--- src/rtl/fuse_rd_pkg.sv ---
package fuse_rd_pkg;
   // word indices on the register bus
   localparam int unsigned IDX_CTRL  = 0;
   localparam int unsigned IDX_CFG   = 1;
   localparam int unsigned IDX_STAT  = 2;
   localparam int unsigned IDX_DATA0 = 3;

   // control word field positions
   localparam int unsigned CTL_ADDR_LSB = 21;
   localparam int unsigned CTL_LEN_LSB  = 16;
   localparam int unsigned CTL_PG_BIT   = 15;
   localparam int unsigned CTL_WR_BIT   = 1;
   localparam int unsigned CTL_RD_BIT   = 0;

   // configuration word field positions
   localparam int unsigned CFG_IEN_BIT  = 31;
   localparam int unsigned CFG_RADJ_LSB = 20;
   localparam int unsigned CFG_RSTR_LSB = 16;
   localparam int unsigned CFG_WADJ_LSB = 12;
   localparam int unsigned CFG_WSTR_LSB = 0;
   localparam int unsigned CFG_WSTR_W   = 12;
   localparam int unsigned CFG_WADJ_W   = 4;

   localparam int unsigned BYTES_PER_WORD = 4;
endpackage

--- src/rtl/fuse_rd_timer.sv ---
module fuse_rd_timer #(
   parameter int unsigned ADJ_W = 4,
   parameter int unsigned STR_W = 4
) (
   input  logic             clk,
   input  logic             rst_n,
   input  logic             run,
   input  logic [ADJ_W-1:0] adj,
   input  logic [STR_W-1:0] str,
   output logic             strobe,
   output logic             last
);
   localparam int unsigned CNT_W = ((ADJ_W > STR_W) ? ADJ_W : STR_W) + 2;

   logic [CNT_W-1:0] cnt;
   logic [CNT_W-1:0] span_m1;

   assign span_m1 = CNT_W'(adj) + CNT_W'(str) + CNT_W'(4);
   assign last    = run && (cnt == span_m1);
   assign strobe  = run && (cnt > CNT_W'(adj));

   always_ff @(posedge clk) begin
      if (!rst_n)           cnt <= '0;
      else if (!run || last) cnt <= '0;
      else                  cnt <= cnt + 1'b1;
   end

   // capture happens only inside the strobe phase
   p_last_in_strobe_r4: assert property (@(posedge clk) disable iff (!rst_n)
      last |-> strobe);
   // strobe rises exactly after setup + 1 clocks
   p_setup_len_r4: assert property (@(posedge clk) disable iff (!rst_n)
      $rose(strobe) |-> (cnt == CNT_W'(adj) + 1'b1));
endmodule

--- src/rtl/fuse_rd_bank.sv ---
module fuse_rd_bank #(
   parameter int unsigned NUM_WORDS = 8,
   parameter int unsigned IDX_W     = 5
) (
   input  logic                    clk,
   input  logic                    rst_n,
   input  logic                    clr,
   input  logic                    we,
   input  logic [IDX_W-1:0]        idx,
   input  logic [7:0]              byte_in,
   output logic [NUM_WORDS*32-1:0] words
);
   localparam int unsigned SEL_W = IDX_W - 2;

   generate
      for (genvar w = 0; w < NUM_WORDS; w++) begin : g_word
         logic [31:0] word_q;
         always_ff @(posedge clk) begin
            if (!rst_n || clr)
               word_q <= '0;
            else if (we && (idx[IDX_W-1:2] == SEL_W'(w)))
               word_q[8*idx[1:0] +: 8] <= byte_in;
         end
         assign words[32*w +: 32] = word_q;
      end
   endgenerate

   p_clear_r8: assert property (@(posedge clk) disable iff (!rst_n)
      clr |=> (words == '0));
   p_clr_we_excl_r8: assert property (@(posedge clk) disable iff (!rst_n)
      !(clr && we));
endmodule

--- src/rtl/fuse_rd_ctrl.sv ---
module fuse_rd_ctrl
   import fuse_rd_pkg::*;
#(
   parameter int unsigned ADDR_W    = 10,
   parameter int unsigned LEN_W     = 5,
   parameter int unsigned NUM_WORDS = 8,
   parameter int unsigned ADJ_W     = 4,
   parameter int unsigned STR_W     = 4,
   parameter int unsigned BUS_AW    = 6
) (
   input  logic              clk,
   input  logic              rst_n,
   input  logic              bus_sel,
   input  logic              bus_wr,
   input  logic [BUS_AW-1:0] bus_addr,
   input  logic [31:0]       bus_wdata,
   output logic [31:0]       bus_rdata,
   output logic [ADDR_W-1:0] fuse_addr,
   output logic              fuse_strobe,
   input  logic [7:0]        fuse_data
);
   localparam int unsigned WIDX_W = BUS_AW - 2;

   generate
      if (NUM_WORDS * BYTES_PER_WORD != (1 << LEN_W))
         $error("data bank must hold exactly one maximum burst");
      if (CTL_ADDR_LSB + ADDR_W > 31)
         $error("start address field does not fit the control word");
      if (ADJ_W != 4 || STR_W != 4)
         $error("read timing fields are 4 bits wide in the configuration word");
      if ((IDX_DATA0 + NUM_WORDS) > (1 << WIDX_W))
         $error("bus offset too narrow for the register map");
   endgenerate

   logic [WIDX_W-1:0] widx;
   logic              wr_any, ctrl_wr, cfg_wr, start;

   logic [ADDR_W-1:0]     start_q;
   logic [LEN_W-1:0]      len_q;
   logic                  pg_q, wren_q, busy_q, done_q;
   logic                  ien_q;
   logic [ADJ_W-1:0]      radj_q, radj_run;
   logic [STR_W-1:0]      rstr_q, rstr_run;
   logic [CFG_WADJ_W-1:0] wadj_q;
   logic [CFG_WSTR_W-1:0] wstr_q;
   logic [LEN_W-1:0]      idx_q;
   logic                  acc_last;
   logic [NUM_WORDS*32-1:0] words;

   assign widx    = bus_addr[BUS_AW-1:2];
   assign wr_any  = bus_sel && bus_wr;
   assign ctrl_wr = wr_any && (widx == WIDX_W'(IDX_CTRL)) && !busy_q;
   assign cfg_wr  = wr_any && (widx == WIDX_W'(IDX_CFG));
   assign start   = ctrl_wr && bus_wdata[CTL_RD_BIT];

   // register writes
   always_ff @(posedge clk) begin
      if (!rst_n) begin
         start_q <= '0;  len_q  <= '0;  pg_q   <= 1'b0; wren_q <= 1'b0;
         ien_q   <= 1'b0; radj_q <= '0; rstr_q <= '0;  wadj_q <= '0;
         wstr_q  <= '0;
      end else begin
         if (ctrl_wr) begin
            start_q <= bus_wdata[CTL_ADDR_LSB +: ADDR_W];
            len_q   <= bus_wdata[CTL_LEN_LSB  +: LEN_W];
            pg_q    <= bus_wdata[CTL_PG_BIT];
            wren_q  <= bus_wdata[CTL_WR_BIT];
         end
         if (cfg_wr) begin
            ien_q  <= bus_wdata[CFG_IEN_BIT];
            radj_q <= bus_wdata[CFG_RADJ_LSB +: ADJ_W];
            rstr_q <= bus_wdata[CFG_RSTR_LSB +: STR_W];
            wadj_q <= bus_wdata[CFG_WADJ_LSB +: CFG_WADJ_W];
            wstr_q <= bus_wdata[CFG_WSTR_LSB +: CFG_WSTR_W];
         end
      end
   end

   // burst sequencer
   always_ff @(posedge clk) begin
      if (!rst_n) begin
         busy_q <= 1'b0; done_q <= 1'b0; idx_q <= '0;
         radj_run <= '0; rstr_run <= '0;
      end else if (start) begin
         busy_q   <= 1'b1;
         done_q   <= 1'b0;
         idx_q    <= '0;
         radj_run <= radj_q;
         rstr_run <= rstr_q;
      end else if (acc_last) begin
         if (idx_q == len_q) begin
            busy_q <= 1'b0;
            done_q <= 1'b1;
         end else begin
            idx_q <= idx_q + 1'b1;
         end
      end
   end

   fuse_rd_timer #(.ADJ_W(ADJ_W), .STR_W(STR_W)) u_timer (
      .clk    (clk),
      .rst_n  (rst_n),
      .run    (busy_q),
      .adj    (radj_run),
      .str    (rstr_run),
      .strobe (fuse_strobe),
      .last   (acc_last)
   );

   fuse_rd_bank #(.NUM_WORDS(NUM_WORDS), .IDX_W(LEN_W)) u_bank (
      .clk     (clk),
      .rst_n   (rst_n),
      .clr     (start),
      .we      (acc_last),
      .idx     (idx_q),
      .byte_in (fuse_data),
      .words   (words)
   );

   assign fuse_addr = start_q + ADDR_W'(idx_q);

   // register read
   always_comb begin
      bus_rdata = '0;
      if (bus_sel && !bus_wr) begin
         if (widx == WIDX_W'(IDX_CTRL)) begin
            bus_rdata[CTL_ADDR_LSB +: ADDR_W] = start_q;
            bus_rdata[CTL_LEN_LSB  +: LEN_W]  = len_q;
            bus_rdata[CTL_PG_BIT]             = pg_q;
            bus_rdata[CTL_WR_BIT]             = wren_q;
            bus_rdata[CTL_RD_BIT]             = busy_q;
         end else if (widx == WIDX_W'(IDX_CFG)) begin
            bus_rdata[CFG_IEN_BIT]                 = ien_q;
            bus_rdata[CFG_RADJ_LSB +: ADJ_W]       = radj_q;
            bus_rdata[CFG_RSTR_LSB +: STR_W]       = rstr_q;
            bus_rdata[CFG_WADJ_LSB +: CFG_WADJ_W]  = wadj_q;
            bus_rdata[CFG_WSTR_LSB +: CFG_WSTR_W]  = wstr_q;
         end else if (widx == WIDX_W'(IDX_STAT)) begin
            bus_rdata[0] = done_q;
         end else begin
            for (int w = 0; w < NUM_WORDS; w++)
               if (widx == WIDX_W'(IDX_DATA0 + w))
                  bus_rdata = words[32*w +: 32];
         end
      end
   end

   p_start_clears_done_r5: assert property (@(posedge clk) disable iff (!rst_n)
      start |=> (busy_q && !done_q));
   p_busy_write_ignored_r6: assert property (@(posedge clk) disable iff (!rst_n)
      (busy_q && wr_any && widx == WIDX_W'(IDX_CTRL)) |=>
         ($stable(start_q) && $stable(len_q) && $stable(pg_q)));
   p_strobe_needs_busy_r9: assert property (@(posedge clk) disable iff (!rst_n)
      fuse_strobe |-> busy_q);
   p_idx_in_range_r7: assert property (@(posedge clk) disable iff (!rst_n)
      busy_q |-> (idx_q <= len_q));
   p_done_sticky_r5: assert property (@(posedge clk) disable iff (!rst_n)
      (done_q && !start) |=> done_q);
endmodule

--- config.mk ---
export PLATFORM = sky130hd
export DESIGN_NAME = fuse_rd_ctrl
export DESIGN_NICKNAME = d
export VERILOG_FILES = /design/src/rtl/fuse_rd_pkg.sv /design/src/rtl/fuse_rd_timer.sv /design/src/rtl/fuse_rd_bank.sv /design/src/rtl/fuse_rd_ctrl.sv
export SDC_FILE = /design/constraint.sdc
export NUM_CORES = 1
export LEC_CHECK = 0
export BUFFER_PORTS_ARGS = -buffer_cell sky130_fd_sc_hd__buf_2
export CAP_MARGIN = 20
export CORE_MARGIN = 2
export CORE_UTILIZATION = 33
export DETAILED_ROUTE_END_ITERATION = 7
export HOLD_SLACK_MARGIN = 0.03
export SYNTH_ARGS = -nofsm -noshare
export SYNTH_HDL_FRONTEND = slang
export SYNTH_SLANG_ARGS = --single-unit
export TNS_END_PERCENT = 20
--- constraint.sdc ---
create_clock -name clk -period 5.8 [get_ports clk]
set_input_delay 0.58 -clock clk [delete_from_list [all_inputs] [get_ports clk]]
set_output_delay 0.58 -clock clk [all_outputs]
set_load 0.1 [all_outputs]
==> flow_summary.html <==
<table>
<tr><th>Metric</th><th>Value</th></tr>
<tr><th colspan="2">Run status</th></tr>
<tr><td>Status</td><td>finished clean</td></tr>
<tr><th colspan="2">Power</th></tr>
<tr><td>Leakage power figure</td><td>0.00748 uW</td></tr>
<tr><td>PwrDens</td><td>269 nW/um^2</td></tr>
<tr><td>Total design power</td><td>4720 uW</td></tr>
<tr><td>Worst-case vdd ir drop</td><td>0.000252 V</td></tr>
<tr><th colspan="2">Synthesis</th></tr>
<tr><td>Library cell with the largest summed area after synthesis</td><td>dfxtp_1</td></tr>
<tr><td>Most instantiated flip-flop cell in the synthesis netlist</td><td>dfxtp_1</td></tr>
<tr><td>Instance count of the mapped netlist</td><td>1,730</td></tr>
<tr><td>Number of flops mapped to enable cells by yosys</td><td>0</td></tr>
<tr><td>Biggest area contributors in the synthesized netlist</td><td>dfxtp_1 (41%), mux2i_1 (17%), nand2_1 (11%), a22oi_1 (3.4%), a21oi_1 (3.3%)</td></tr>
<tr><td>Share of async-settable or async-resettable flops after synthesis</td><td>0</td></tr>
<tr><td>Number of flip-flops and latches in the synthesized netlist</td><td>319</td></tr>
<tr><td>Synthesized area per cell</td><td>8.95 sq um</td></tr>
<tr><td>Total standard cell area after synthesis</td><td>15,500 sq um</td></tr>
<tr><td>Syn Nets</td><td>1,801</td></tr>
<tr><td>Post-synthesis cell type count</td><td>71</td></tr>
<tr><td>Total number of yosys warnings</td><td>0</td></tr>
<tr><td>Share of the synthesized area in the top cell type</td><td>0.412</td></tr>
<tr><td>Sequential area share after synthesis</td><td>0.412</td></tr>
<tr><th colspan="2">Detailed routing</th></tr>
<tr><td>Routed length per instance</td><td>20.2 um</td></tr>
<tr><td>Residual DRC</td><td>0</td></tr>
<tr><td>Routed Antenna Nets</td><td>0</td></tr>
<tr><td>Detail-routed via count per cell</td><td>5.49</td></tr>
<tr><td>Overall routed net length</td><td>48,200 um</td></tr>
<tr><td>Number of DRC markers in iteration 0</td><td>1,054</td></tr>
<tr><td>Pre-Repair DR Iteration Count</td><td>6</td></tr>
<tr><td>Vias</td><td>13,100</td></tr>
<tr><th colspan="2">Place</th></tr>
<tr><td>Routability cong.</td><td>0.833</td></tr>
<tr><td>Port Buf Inserts</td><td>90</td></tr>
<tr><td>Final HPWL from detailed placement</td><td>32,400 um</td></tr>
<tr><th colspan="2">Worst setup path</th></tr>
<tr><td>Type of element capturing the critical path</td><td>primary output</td></tr>
<tr><td>Buffers plus inverters on the worst setup path</td><td>3</td></tr>
<tr><td>Type of the setup path with the least slack</td><td>input port to primary output</td></tr>
<tr><td>Crit-path leading delay family</td><td>buffers and inverters</td></tr>
<tr><td>Most frequent cell on the critical path</td><td>buf_2</td></tr>
<tr><td>Number of cells on the worst reg-to-reg path</td><td>9</td></tr>
<tr><td>Maximum fanout encountered on the critical timing path</td><td>25</td></tr>
<tr><td>Setup slack on the worst flop-to-flop path</td><td>1880 ps</td></tr>
<tr><td>Worst path max stage delay</td><td>910 ps</td></tr>
<tr><td>Arrival time worst endpoint</td><td>3680 ps</td></tr>
<tr><td>Crit-path cells</td><td>buf_2 &gt; nor2b_2 &gt; buf_4 &gt; a22oi_1 &gt; o221a_2 &gt; o21a_1 &gt; o21ai_0 &gt; buf_2</td></tr>
<tr><td>Capturing point of the worst reg2reg path</td><td>u_bank.g_word[1].word_q[29]$_SDFFE_PP0P_</td></tr>
<tr><td>Required time at the worst-slack endpoint</td><td>5220 ps</td></tr>
<tr><td>Worst reg2reg startpoint</td><td>radj_run[1]$_SDFFE_PN0P_</td></tr>
<tr><td>Nature of the critical path startpoint</td><td>input port</td></tr>
<tr><td>Cell with the biggest individual delay on the critical path</td><td>nor2b_2</td></tr>
<tr><th colspan="2">Layout</th></tr>
<tr><td>Most frequent standard cell in the layout excluding fill and tap cells</td><td>nand2_1</td></tr>
<tr><td>Fraction of final layout cells sized beyond drive strength 1</td><td>0.132</td></tr>
<tr><td>Final core utilization</td><td>0.378</td></tr>
<tr><td>Final Net Count</td><td>1,823</td></tr>
<tr><td>Top library cells by usage in the layout, fill and taps aside</td><td>nand2_1 (448), dfxtp_1 (319), mux2i_1 (256), a21oi_1 (102), buf_2 (91)</td></tr>
<tr><td>Filler cell count</td><td>4,707</td></tr>
<tr><td>Relative area change from synthesis to final layout</td><td>13.4%</td></tr>
<tr><th colspan="2">Die</th></tr>
<tr><td>Site row count</td><td>79</td></tr>
<tr><td>Die area</td><td>48,700 sq um</td></tr>
<tr><td>Core ar.</td><td>46,500 sq um</td></tr>
<tr><td>Number of ports placed on the die boundary</td><td>93</td></tr>
<tr><td>Starting Density</td><td>0.333</td></tr>
<tr><td>Horizontal die dimension</td><td>221 um</td></tr>
<tr><td>Die height</td><td>221 um</td></tr>
<tr><th colspan="2">Clock network</th></tr>
<tr><td>Hold buffer count at CTS</td><td>0</td></tr>
<tr><td>Maximum number of buffers from clock root to sink</td><td>3</td></tr>
<tr><td>CTS H-tree depth</td><td>2</td></tr>
<tr><td>Number of CTS-inserted buffers</td><td>34</td></tr>
<tr><td>Clock-pin slew reported for the worst setup and hold paths after clock tree synthesis</td><td>70 ps</td></tr>
<tr><td>Clock tree from TritonCTS</td><td>built</td></tr>
<tr><td>Post_cts resized</td><td>0</td></tr>
<tr><td>Clk root buf</td><td>clkbuf_16</td></tr>
<tr><td>Clock Latency Late Sink</td><td>530 ps</td></tr>
<tr><td>Clock sink count</td><td>319</td></tr>
<tr><td>Number of post-CTS setup repair buffers</td><td>0</td></tr>
<tr><th colspan="2">Hold path</th></tr>
<tr><td>Hold path cells</td><td>3</td></tr>
<tr><td>Worst Hold Class</td><td>input port to flip-flop</td></tr>
<tr><td>Hold Crit Start</td><td>bus_wdata[2]</td></tr>
<tr><td>Sink of the worst hold path</td><td>wstr_q[2]$_SDFFE_PN0P_</td></tr>
<tr><th colspan="2">Global routing</th></tr>
<tr><td>Met3 global-route usage</td><td>0.0298</td></tr>
<tr><td>GRT Residual Overflow</td><td>0</td></tr>
<tr><td>Vias in the first global route</td><td>12,600</td></tr>
<tr><td>Met2 Usage GRT</td><td>0.328</td></tr>
<tr><td>Gr busiest metal</td><td>met2</td></tr>
<tr><td>All-layer global routing usage</td><td>0.195</td></tr>
<tr><td>Global Route met1 Usage</td><td>0.251</td></tr>
<tr><td>Largest net degree at the start of global routing</td><td>65</td></tr>
<tr><td>Number of antenna violations at the first check in global routing</td><td>1</td></tr>
<tr><td>Wire length of the first global-routing pass</td><td>73,500 um</td></tr>
<tr><th colspan="2">STA</th></tr>
<tr><td>Setup Total Neg Slack</td><td>0 ps</td></tr>
<tr><td>Post-route clock skew</td><td>13.0 ps</td></tr>
<tr><td>Final period utilization</td><td>0.735</td></tr>
<tr><td>Slew margin rel.</td><td>0.316</td></tr>
<tr><td>Highest attainable clock frequency</td><td>234 MHz</td></tr>
<tr><td>Final critical path time including I/O delays and setup</td><td>4260 ps</td></tr>
<tr><td>RSZ-0062 raised after global routing</td><td>no</td></tr>
<tr><td>Final setup viols</td><td>0</td></tr>
<tr><td>Count of pins over their slew limit</td><td>0</td></tr>
<tr><td>Transition time at the pin with the least slew margin</td><td>1030 ps</td></tr>
<tr><td>Final number of hold-violating endpoints</td><td>0</td></tr>
<tr><th colspan="2">Job</th></tr>
<tr><td>Number of max-cap violations</td><td>0</td></tr>
</table>
[cell families (layout without fill, tap and decap cells)]
family / count (synthesis) / in the layout / share of synthesized area
adders and majority gates: 21 / 21 / 0.0179
and+or+nand+nor: 572 / 572 / 0.161
DFF: 319 / 319 / 0.412
other: 0 / 1 / 0
muxes: 261 / 261 / 0.172
xor gates and xnor gates: 22 / 22 / 0.0134
AOI/OAI and AO/OA: 378 / 378 / 0.177
buffers and inverters: 157 / 203 / 0.0463
[how the worst max path moves through the flow]
stage / from / endpoint / slack (ps) / cells after the start
4_1_cts: bus_addr[3] / bus_rdata[11] / 1620 / 8
6_report: bus_addr[3] / bus_rdata[31] / 1540 / 8
2_1_floorplan: idx_q[0]$_SDFFE_PP0P_ / fuse_addr[7] / 530 / 6
3_3_place_gp: bus_addr[5] / u_bank.g_word[1].word_q[7]$_SDFFE_PP0P_ / 1590 / 8
3_5_place_dp: bus_addr[5] / u_bank.g_word[1].word_q[7]$_SDFFE_PP0P_ / 1480 / 8
5_1_grt: bus_addr[3] / bus_rdata[11] / 1490 / 8
[state kept, by name (all words and copies together) (netlist names), 5 cells and up]
signal	count
wstr_q	12
u_timer.cnt	6
start_q	10
len_q	5
idx_q	5
u_bank.g_word.word_q	256
[worst min-delay path, cell delays in order]
cell,delay [ps]
buf_2,90
nand2_1,40
a21oi_1,50
[cell type report]
type,count,area [sq um],area share
Antenna cell,1,2.50,0.000143
Clock buffer,53,1060,0.0601
Clock inverter,7,114,0.00648
Inverter,19,71.3,0.00406
Multi-Input combinational cell,1254,8430,0.480
Sequential cell,319,6390,0.364
Tap cell,607,759,0.0432
Timing Repair Buffer,124,741,0.0422
[metrics by stage]
| step | area (sq um) | cells | worst slack [ps] | hold WS, ps |
|---|---|---|---|---|
| 3_5_place_dp | 16300 | 2320 | 1480 | 450 |
| 4_1_cts | 17500 | 2380 | 1620 | 275 |
| 6_report | 17600 | 2384 | 1540 | 287 |
| 3_3_place_gp | 16300 | 2319 | 1590 | 442 |
| 5_1_grt | 17600 | 2383 | 1490 | 279 |
| 2_1_floorplan | 15500 | 1730 | 529 | 432 |
[layer usage]
layer / routed length [um] / share of wire
met3: 3220 / 0.067
met4: 1720 / 0.036
met1: 20700 / 0.43
met2: 22600 / 0.47
met5: 0 / 0
[synth_stat cells (all sizes together) (16+ instances only)]
master and number:
a2111o 28, a21oi 103, a22oi 71, buf 52, clkbuf 86, dfxtp 319
ha 19, inv 19, mux2i 256, nand2 464, nor2 43, o21a 21
o21ai 57, o221a 16
[power by group]
group	internal, uW	switching (uW)	leakage (uW)
sequential	2190	2.28	0.00257
combinational	56.6	179	0.00434
clock	1390	905	0.000575
total	3640	1090	0.00748
Note: power is estimated with default switching activity, not from simulation.
